--- src/rtl/fdc_pkg.sv ---
package fdc_pkg;
  // Which candidate the verdict stage emits in a given cycle.
  typedef enum logic [1:0] {
    SRC_NONE,
    SRC_HELD,
    SRC_SHORT,
    SRC_FULL
  } vsrc_e;
endpackage

--- src/rtl/fdc_verdict.sv ---
module fdc_verdict
  import fdc_pkg::*;
#(
  parameter int DW    = 12,
  parameter int MAX_W = 1920,
  parameter int MAX_H = 1080,
  parameter int CNT_W = 16
) (
  input  logic             clk,
  input  logic             rst_n,
  input  logic             drop_en,
  input  logic             short_v,
  input  logic             short_brk,
  input  logic [DW-1:0]    short_w,
  input  logic [DW-1:0]    short_h,
  input  logic             full_v,
  input  logic             full_brk,
  input  logic [DW-1:0]    full_w,
  input  logic [DW-1:0]    full_h,
  output logic             vld,
  output logic             brk,
  output logic             drp,
  output logic             flg,
  output logic [DW-1:0]    wid,
  output logic [DW-1:0]    hgt,
  output logic [CNT_W-1:0] cnt
);
  localparam logic [DW-1:0]    CAPW = DW'(MAX_W);
  localparam logic [DW-1:0]    CAPH = DW'(MAX_H);
  localparam logic [CNT_W-1:0] TOP  = '1;

  logic          held_q, held_d, hbrk_q;
  logic [DW-1:0] hw_q, hh_q;
  vsrc_e         src_c;
  logic          ebrk_c;
  logic [DW-1:0] ew_c, eh_c;

  logic             vld_q, brk_q, drp_q, flg_q;
  logic [DW-1:0]    w_q, h_q;
  logic [CNT_W-1:0] cnt_q;

  always_comb begin
    if (held_q)       src_c = SRC_HELD;
    else if (short_v) src_c = SRC_SHORT;
    else if (full_v)  src_c = SRC_FULL;
    else              src_c = SRC_NONE;
    held_d = (held_q | short_v) & full_v;
    case (src_c)
      SRC_HELD:  begin ebrk_c = hbrk_q;    ew_c = hw_q;    eh_c = hh_q;    end
      SRC_SHORT: begin ebrk_c = short_brk; ew_c = short_w; eh_c = short_h; end
      SRC_FULL:  begin ebrk_c = full_brk;  ew_c = full_w;  eh_c = full_h;  end
      default:   begin ebrk_c = 1'b0;      ew_c = '0;      eh_c = '0;      end
    endcase
  end

  always_ff @(posedge clk or negedge rst_n) begin
    if (!rst_n) begin
      held_q <= 1'b0;
      hbrk_q <= 1'b0;
      hw_q   <= '0;
      hh_q   <= '0;
    end else begin
      held_q <= held_d;
      if (full_v) begin
        hbrk_q <= full_brk;
        hw_q   <= full_w;
        hh_q   <= full_h;
      end
    end
  end

  always_ff @(posedge clk or negedge rst_n) begin
    if (!rst_n) begin
      vld_q <= 1'b0;
      brk_q <= 1'b0;
      drp_q <= 1'b0;
      flg_q <= 1'b0;
      w_q   <= '0;
      h_q   <= '0;
      cnt_q <= '0;
    end else begin
      vld_q <= (src_c != SRC_NONE);
      if (src_c != SRC_NONE) begin
        brk_q <= ebrk_c;
        drp_q <= ebrk_c & drop_en;
        flg_q <= ebrk_c & ~drop_en;
        w_q   <= ew_c;
        h_q   <= eh_c;
        if (ebrk_c && cnt_q != TOP) cnt_q <= cnt_q + 1'b1;
      end
    end
  end

  assign vld = vld_q;
  assign brk = brk_q;
  assign drp = drp_q;
  assign flg = flg_q;
  assign wid = w_q;
  assign hgt = h_q;
  assign cnt = cnt_q;

  // the single hold slot is never asked to hold two frames
  p_one_held_r11: assert property (@(posedge clk) disable iff (!rst_n)
    !(held_q && short_v));
  // reported dimensions stay within the limits
  p_dims_clipped_r2: assert property (@(posedge clk) disable iff (!rst_n)
    vld_q |-> (w_q <= CAPW && h_q <= CAPH));
  // discard and flag requests are exclusive and only for broken frames
  p_drop_flag_r7: assert property (@(posedge clk) disable iff (!rst_n)
    vld_q |-> (!(drp_q && flg_q) && ((drp_q | flg_q) == brk_q)));
  // the counter only steps by one, on a broken verdict
  p_cnt_step_r8: assert property (@(posedge clk) disable iff (!rst_n)
    (cnt_q != $past(cnt_q)) |-> (cnt_q == $past(cnt_q) + 1'b1 && vld_q && brk_q));
endmodule

--- config.mk ---
export PLATFORM = sky130hd
export DESIGN_NAME = fdc_verdict
export DESIGN_NICKNAME = d
export VERILOG_FILES = /design/src/rtl/fdc_pkg.sv /design/src/rtl/fdc_verdict.sv
export SDC_FILE = /design/constraint.sdc
export NUM_CORES = 1
export LEC_CHECK = 0
export CAP_MARGIN = 25
export CORE_UTILIZATION = 50
export DETAILED_ROUTE_END_ITERATION = 10
export DONT_BUFFER_PORTS = 1
export HOLD_SLACK_MARGIN = 0.15
export PLACE_DENSITY = 0.77
export SLEW_MARGIN = 20
export SYNTH_ARGS = -nofsm -noshare
export SYNTH_HDL_FRONTEND = slang
export SYNTH_SLANG_ARGS = --single-unit
--- constraint.sdc ---
create_clock -name clk -period 4.8 [get_ports clk]
set_input_delay 0.96 -clock clk [delete_from_list [all_inputs] [get_ports clk]]
set_output_delay 0.96 -clock clk [all_outputs]
set_load 0.02 [all_outputs]
==> results of run 1 <==
==> power by group through the flow <==
stage                     sequential, mW  combinational, mW  clock [mW]
after floorplan                    0.802              0.153           0
after global placement             0.828              0.147           0
after detailed placement           0.833              0.156           0
after CTS                          0.822              0.156       0.457
after global routing               0.834              0.175       0.483
final                              0.822              0.154       0.443
==> cell usage in the layout, fill, tap and decap left out, drive strengths merged, types with 2 or more instances in the layout <==
cell type | netlist | final
a21oi | 26 | 26
a221oi | 24 | 24
a22o | 2 | 2
clkbuf | 14 | 15
dfrtp | 70 | 70
inv | 27 | 27
mux2 | 26 | 26
nand2 | 2 | 2
nand3 | 5 | 5
nand4 | 3 | 3
nor2 | 74 | 74
nor2b | 2 | 2
nor3 | 2 | 2
o2111ai | 6 | 6
o211ai | 2 | 2
o21ai | 2 | 2
or2 | 2 | 2
xnor2 | 14 | 14
==> registers in the layout, indices dropped and copies added (netlist names), 12 cells and up <==
register,count
hgt,12
hw_q,12
wid,12
cnt,16
hh_q,12
==> metal layers <==
metal,vias up,track usage
met2,84,0.341
li1,1097,-
met4,0,0.0493
met5,-,0
met1,1137,0.243
met3,6,0.0851
==> how the worst min path moves through the flow <==
stage                     cells past startpoint        to  slack [ns]  startpoint
after floorplan                               1   hh_q[0]        0.48     hh_q[0]
after global placement                        1   hh_q[4]        0.49     hh_q[4]
after detailed placement                      1  hh_q[10]        0.50    hh_q[10]
after CTS                                     0   cnt[10]        0.30       rst_n
after global routing                          0   cnt[10]        0.29       rst_n
final                                         0   cnt[10]        0.32       rst_n
==> per-stage QoR <==
stage	cells	setup slack, ns	cell area [um^2]
after floorplan	324	2.71	3330
after global placement	378	2.54	3330
after detailed placement	378	2.51	3330
after CTS	394	2.52	3500
after global routing	394	2.33	3500
final	394	2.50	3500
==> final cells by class <==
type | count | area (um^2) | area share
inverter | 27 | 101 | 0.0289
sequential | 70 | 1750 | 0.501
multi-input combinational | 204 | 1380 | 0.393
tap | 77 | 96.3 | 0.0275
clock inverter | 1 | 30.0 | 0.00857
clock buffer | 15 | 146 | 0.0418
==> cell families after synthesis <==
group                    Yosys count  synth area share
AND/OR/NAND/NOR                   95             0.125
buffers and inverters             50            0.0605
AO/OA/AOI/OAI                     68             0.159
multiplexers                      26            0.0880
adder cells (fa/ha/maj)            1           0.00376
XOR/XNOR                          14            0.0368
flip-flops                        70             0.526
==> worst register-to-register path, stage by stage, from the launching register on <==
cell and delay (ns):
dfrtp_2 0.93, a21oi_1 0.19, a21oi_2 0.61, o21ai_4 0.13
mux2_1 0.33
==> results.md, run 1 <==
- TritonCTS clock tree: yes
- DR vias/cell: 5.90
- PD cells: approximately 410 nW/um^2
- Main synth FF type: dfrtp_1
- # nets final: 368
- DRC Markers: 0
- CP Data Required Time: 5.00 ns
- Status: completed
- Initial Util: 0.521
- Fin Clk Skew: between 0.008 and 0.009 ns
- Met3 routed WL: approximately 520 um
- Distinct cells, synth: 40
- Biggest cell delay along the critical path: 0.93 ns
- Die W: around 84 um
- RSZ-0062 raised after global routing: no
- P_int: 996 uW
- Clock share of power: 0.312
- Die H: between 80 and 90 um
- Number of buffers created by CTS: 9
- Area Overhead vs Synth: 5.23%
- Clock Tree Buf Depth: 2
- Async SR Flop Fraction: 1.00
- Die area: about 7000 um^2
- Crit path max-delay cell type: dfrtp_2
- Antenna Nets Post-Route: 0
- Worst hold slack: approximately 0.32 ns
- Yosys top cell area share: 0.526
- Drt first pass iters: 4
- Vias in the first global route: between 2000 and 2500
- First-pass GRT wire length: around 11000 um
- CP bufs+invs: 0
- Total Routed Length: around 6700 um
- Post-synth EDFFs: 0
- Max Clk Rate: 435 MHz
- Worst-Skew Late Latency: between 0.3 and 0.4 ns
- Combinational share of power: 0.108
- # IOs: roughly 100
- Final Slew Violations: 0
- Antenna violations before repair: 0
- TNS Setup: 0 ns
- Max rail drop VDD: 0.000211 V
- Flops & latches, synth: 70
- Crit-path max FO: 52
- Reg-to-reg endpoint: cnt[1]
- Worst R2R Start: held_q
- Sw Share: 0.299
- CP endpoint: cnt[1]
- Share of power burned in registers: 0.579
- Hold Fails Final Rpt: 0
- WS Path Type: reg -> reg
- Fillers: roughly 540
- Final period utilization: 0.479
- Worst setup startpoint: held_q
- DR vias: around 2300
- Critical Path Start Type: flip-flop
- Share of layout cells above drive strength 1: 0.151
- Slew @ Worst Pin: ~0.86 ns
- # Post-CTS Setup Buffers: 0
- WP depth: 4
- CP arrival: around 2.5 ns
- Register-to-Register Path Depth: 4
- Final Util: 0.548
- R2R Setup Slk: around 2.5 ns
- Synth Instances: 324
- HP Class: in -> async
- Cell row count: 29
- Number of H-tree levels: 3
- I/O Buffers: 0
- Top cells by area, synth: dfrtp_1 (53%), mux2_2 (8.5%), nor2_1 (8.3%), a221oi_1 (6.3%), a21oi_1 (3.8%)
- Cell taking the most area after synthesis: dfrtp_1
- Largest net degree at the start of global routing: just over 70
- Average wire per standard cell: ~17 um
- Slew HR: 0.425
- GRT Util Overall: 0.204
- Synth top cells by count: nor2_1 (74), dfrtp_1 (70), inv_1 (26)
- Crit. End Element: flip-flop
- Register area share after synthesis: 0.526
- Clk pin slew, worst setup/hold paths: 0.07 ns
- Syn Area/Cell: around 10 um^2
- # hold bufs at CTS: 0
- Sw power: approximately 420 uW
- Wire length on met2: about 3300 um
- Root buf cell: clkbuf_8
- Detailed Place HPWL: 4440 um
- Yosys warnings: 0
- Max-cap violations: 0
- Final GP Congestion: just under 0.8
- Mapped cell area: between 3000 and 4000 um^2
- Synth Net Count: 380
- Grt ovf: 0
- Drt initial violations: about 120
- CTS Sinks: 70
- Total power: ~1.4 mW
- Area of the core: 6390 um^2
- Final setup violation count: 0
- CP top delay family: flip-flops
- Lkg Pwr: ~1.5 nW
- CP cell instances: a21oi_1 -> a21oi_2 -> o21ai_4 -> mux2_1
- Post-CTS Resized: 0
- Antenna diode count: 0
- Fin crit period: 2.30 ns
- Top sig layer: met4
- M1 wire length: 2840 um
- Most frequent cell after synthesis: nor2_1
No activity file was read; power rests on OpenSTA's default activity.
==> run 2: changes to the inputs <==
--- a/config.mk
+++ b/config.mk
@@ -10,7 +10,7 @@
 export DETAILED_ROUTE_END_ITERATION = 10
 export DONT_BUFFER_PORTS = 1
 export HOLD_SLACK_MARGIN = 0.15
-export PLACE_DENSITY = 0.77
+export PLACE_DENSITY = 0.8
 export SLEW_MARGIN = 20
 export SYNTH_ARGS = -nofsm -noshare
 export SYNTH_HDL_FRONTEND = slang
==> constraint.sdc (replaced) <==
create_clock -name clk -period 2 [get_ports clk]
set_input_delay 0.4 -clock clk [delete_from_list [all_inputs] [get_ports clk]]
set_output_delay 0.4 -clock clk [all_outputs]
set_load 0.02 [all_outputs]
==> run 2 against run 1 <==
  * Hold slack worse by 0.58 ns
  * Flip-flop and latch count unchanged
  * Combinational power rose to 4.1 times the previous value
  * Clock skew down 0.0017 ns
  * Global-route usage up 0.78 points
  * The run now ends with negative hold slack left
  * Maximum frequency up 33%
  * Critical endpoint unchanged
  * Clock-buffer cell count down 6
  * Sequential share of layout area down 2.8 points
==> results.md, run 2 (synthesized netlist as in run 1, its figures left out) <==
- Average wire per standard cell: 16.5 um
- Antenna violations before repair: 0
- Status: complete, but fails checks
- Final setup violation count: 0
- Lkg Pwr: about 1.7 nW
- TNS Setup: 0 ns
- Placed cell count: between 300 and 400
- Root buf cell: clkbuf_8
- WS Path Type: reg -> reg
- Number of H-tree levels: 3
- Fin Clk Skew: a little over 0.007 ns
- Antenna diode count: 0
- Die H: 83.6 um
- Worst hold slack: -0.255 ns
- Worst R2R Start: cnt[1]
- Crit-path max FO: 3
- Most frequent cells in the layout: nor2_1 (74), dfrtp_1 (70), inv_1 (26)
- Area Overhead vs Synth: 11.3%
- # Post-CTS Setup Buffers: 0
- Largest net degree at the start of global routing: between 70 and 80
- Area of the core: between 6000 and 7000 um^2
- # nets final: around 390
- Share of layout cells above drive strength 1: 0.214
- Number of buffers created by CTS: 9
- Commonest non-fill, non-tap cell in the layout: nor2_1
- Die W: between 80 and 90 um
- Final GP Congestion: around 0.75
- # IOs: 99
- Clk pin slew, worst setup/hold paths: roughly 0.08 ns
- Crit. End Element: flip-flop
- Vias in the first global route: about 2600
- CP top delay family: simple AND/OR/NAND/NOR gates
- Die area: ~7000 um^2
- Final period utilization: 0.865
- Post-CTS Resized: 0
- Max Clk Rate: a little under 600 MHz
- Fin crit period: between 1.5 and 2 ns
- TritonCTS clock tree: yes
- Slew @ Worst Pin: 0.529 ns
- Max reg flops: 16
- Critical Path Start Type: flip-flop
- Slew HR: 0.647
- Failing checks: negative hold slack
- CP arrival: just under 2 ns
- Register-to-Register Path Depth: 5
- HP Class: in -> async
- R2R Setup Slk: 0.27 ns
- Antenna Nets Post-Route: 0
- CP cell instances: ha_1 -> nand3_1 -> or3_1 -> o21ai_4 -> mux2_1
- First-pass GRT wire length: 11800 um
- DR vias: roughly 2400
- Max-cap violations: 0
- Total Routed Length: roughly 6800 um
- WP depth: 5
- Hold Fails Final Rpt: 70
- Dpl cell area: between 3000 and 4000 um^2
- Final Slew Violations: 0
- Drt initial violations: ~110
- PD cells: about 1000 nW/um^2
- Reg-to-reg endpoint: cnt[1]
- Worst-Skew Late Latency: about 0.34 ns
- DRC Markers: 0
- Grt ovf: 0
- Crit path max-delay cell type: or3_1
- DR vias/cell: 5.71
- CP bufs+invs: 0
- Detailed Place HPWL: ~4500 um
- Cell row count: 29
- Max rail drop VDD: between 0.0007 and 0.0008 V
- Clock Tree Buf Depth: 2
- CTS Sinks: 70
- Biggest cell delay along the critical path: approximately 0.45 ns
- Initial Util: 0.521
- GRT Util Overall: 0.212
- CP Data Required Time: ~2.2 ns
- Design area: approximately 3700 um^2
- I/O Buffers: 0
- Non-Filler Instances: between 400 and 500
- Drt first pass iters: 6
- RSZ-0062 raised after global routing: no
run 2: per-stage QoR:
stage	util	power (mW)	hold WS, ns	setup WS [ns]
6_report	0.580	3.80	-0.255	0.269
5_1_grt	0.580	3.99	-0.287	0.161
4_1_cts	0.580	3.84	-0.272	0.256
3_5_place_dp	0.543	2.48	0.105	0.265
3_3_place_gp	0.543	2.45	0.106	0.313
2_1_floorplan	-	2.29	0.104	0.0620
run 2: where the power goes:
part,leakage [nW],switching (mW),internal (mW),total (mW)
combinational,0.702,0.344,0.291,0.635
sequential,0.846,0.207,1.60,1.81
clock,0.119,0.531,0.821,1.35
total,1.67,1.08,2.72,3.80
run 2: how the worst max path moves through the flow:
stage	end	from	slack, ns
floorplan	cnt[1]	cnt[0]	0.06
global placement	cnt[1]	cnt[0]	0.31
detailed placement	cnt[1]	cnt[0]	0.27
CTS	cnt[1]	cnt[0]	0.26
global route	cnt[1]	cnt[1]	0.16
finish	cnt[1]	cnt[1]	0.27
run 2: layout make-up:
class	instances	area, um^2
clock buffers	9	124
clock inverters	7	113
fillers	537	2680
inverters	27	101
multi-input cells	204	1380
flip-flops and latches	70	1750
well taps	77	96.3
repair buffers	19	143
run 2: routing by layer:
metal | routed length [um] | up-vias | global-route usage
li1 | - | 1135 | -
met1 | 2980 | 1158 | 0.250
met2 | 3420 | 60 | 0.353
met3 | 365 | 6 | 0.0772
met4 | 69 | 0 | 0.0770
met5 | 0 | - | 0
==> run 3: changes to the inputs <==
--- a/config.mk
+++ b/config.mk
@@ -6,6 +6,7 @@
 export NUM_CORES = 1
 export LEC_CHECK = 0
 export CAP_MARGIN = 25
+export CORE_ASPECT_RATIO = 1.75
 export CORE_UTILIZATION = 50
 export DETAILED_ROUTE_END_ITERATION = 10
 export DONT_BUFFER_PORTS = 1
==> run 3 against run 2 <==
  * The run still ends with negative hold slack left
  * Cell count is 0.97% higher
  * Die area up 0.19%
  * Register-to-register slack got worse by 0.15 ns
  * Clock power increased by 11%
  * Utilization decreased by 0.14 points
  * Sequential share of layout area fell by 0.61 points
  * Clock skew down 0.0043 ns
  * Critical path type unchanged
  * Largest cell class unchanged
==> results.md, run 3 (synthesized netlist as in run 1, its figures left out) <==
- Clock Tree Buf Depth: 2
- GRT Util Overall: 0.221
- Clk pin slew, worst setup/hold paths: 0.05 ns
- Biggest cell delay along the critical path: around 0.56 ns
- Largest net degree at the start of global routing: 71
- Crit-path max FO: 8
- # Post-CTS Setup Buffers: 0
- Drt first pass iters: 4
- DR vias/cell: a little under 6
- Hold Fails Final Rpt: 70
- Busiest grt layer: met2
- Initial Util: 0.513
- Slew @ Worst Pin: 0.679 ns
- TritonCTS clock tree: yes
- Die W: between 60 and 70 um
- Antenna Nets Post-Route: 0
- Fin Clk Skew: between 0.002 and 0.003 ns
- Sw power: 1.12 mW
- Area of the core: 6490 um^2
- Clock share of power: 0.379
- First-pass GRT wire length: ~12000 um
- Non-Filler Instances: ~420
- Die area: ~7000 um^2
- Crit. End Element: flip-flop
- Slew HR: 0.548
- Lkg Pwr: roughly 1.7 nW
- Final Util: 0.579
- Crit path max-delay cell type: or2_0
- Final Slew Violations: 0
- CP top delay family: simple AND/OR/NAND/NOR gates
- P_int: about 2.8 mW
- Status: complete, but fails checks
- Commonest non-fill, non-tap cell in the layout: nor2_1
- CTS Sinks: 70
- Failing checks: negative hold slack
- Max reg flops: 16
- Max Clk Rate: around 530 MHz
- CP bufs+invs: 1
- CP Data Required Time: 2.21 ns
- PD cells: 1050 nW/um^2
- Die H: around 110 um
- Worst hold slack: -0.235 ns
- Max-cap violations: 0
- R2R Setup Slk: about 0.12 ns
- RSZ-0062 raised after global routing: no
- Cell row count: 39
- Fin crit period: around 1.9 ns
- Most frequent cells in the layout: nor2_1 (74), dfrtp_1 (69), inv_1 (26)
- # IOs: a little under 100
- Share of layout cells above drive strength 1: 0.212
- CP arrival: 2.09 ns
- Max rail drop VDD: 0.000845 V
- DRC Markers: 0
- CP cell instances: nand4_1 -> or2_0 -> buf_4 -> o2111ai_2 -> xnor2_1
- HP Class: in -> async
- # nets final: around 390
- Drt initial violations: between 100 and 150
- Antenna violations before repair: 0
- DR vias: between 2000 and 2500
- Number of H-tree levels: 3
- WS Path Type: reg -> reg
- Grt ovf: 0
- M2 GR Usage: 0.371
- Final period utilization: 0.938
- Antenna diode count: 0
- Vias in the first global route: ~2400
- M1 GR Usage: 0.237
- Number of buffers created by CTS: 9
- I/O Buffers: 0
- Worst-Skew Late Latency: 0.33 ns
- Share of power burned in registers: 0.462
- Final setup violation count: 0
- Dpl cell area: 3470 um^2
- Design area: 3750 um^2
- Detailed Place HPWL: slightly below 5000 um
- Total Routed Length: between 7000 and 8000 um
- Average wire per standard cell: approximately 18 um
- Sw Share: 0.284
- TNS Setup: 0 ns
- Combinational share of power: 0.160
- Placed cell count: ~400
- Met3 GRT Util: 0.0882
- Critical Path Start Type: flip-flop
- Final GP Congestion: between 0.8 and 0.9
- Root buf cell: clkbuf_16
- Area Overhead vs Synth: 12.8%
==> run 3: cell types whose count changed in the layout (fill, tap and decap cells not counted), sizes merged <==
cell,before,now
clkinv,3,2
clkbuf,9,13
buf,19,18
bufinv,3,0
==> run 3: layout make-up <==
cell class	instances	area, um^2
Fill cell	560	2740
Sequential cell	70	1750
Multi-Input combinational cell	204	1380
Clock buffer	13	270
Timing Repair Buffer	18	135
Tap cell	82	103
Inverter	27	101
Clock inverter	3	17.5
==> run 3: repair_timing <==
| item | CTS | global route |
|---|---|---|
| hold endpoints to repair | 70 | 70 |
| gates resized for setup | 0 | 0 |
| setup endpoints to repair | 0 | 0 |
==> run 3: metal layers <==
| metal | wire length (um) | up-vias | part of all wire |
|---|---|---|---|
| li1 | - | 1131 | - |
| met1 | 2830 | 1221 | 0.39 |
| met2 | 3850 | 93 | 0.53 |
| met3 | 486 | 11 | 0.066 |
| met4 | 163 | 0 | 0.022 |
| met5 | 0 | - | 0 |
==> run 3: worst paths after layout <==
check                         from      end  depth (start not counted)
setup / recovery           cnt[10]   cnt[5]                          5
hold / removal               rst_n   cnt[3]                          0
setup reg to reg           cnt[10]   cnt[5]                          5
hold reg to reg            hw_q[8]  hw_q[8]                          1
max in group asynchronous    rst_n   held_q                          0
min in group clk           drop_en      drp                          1
==> run 3: worst register-to-register path: cells and delay by family, from the launching register on <==
family	cells	cell delay [ns]
XOR/XNOR	1	0.15
flip-flops	1	0.48
AO/OA/AOI/OAI	1	0.14
buffers and inverters	1	0.26
AND/OR/NAND/NOR	2	0.74
==> run 3: per-stage QoR <==
stage          power, mW  setup slack [ns]
4_1_cts             4.00             0.130
2_1_floorplan       2.29            0.0620
3_3_place_gp        2.45             0.243
6_report            3.96             0.124
5_1_grt             4.13            0.0299
3_5_place_dp        2.49             0.156
==> run 3: power groups by stage <==
stage	clock network (mW)	registers (mW)	logic, mW
6_report	1.50	1.83	0.632
5_1_grt	1.59	1.85	0.694
4_1_cts	1.53	1.83	0.636
3_5_place_dp	0	1.85	0.633
3_3_place_gp	0	1.84	0.610
2_1_floorplan	0	1.93	0.368
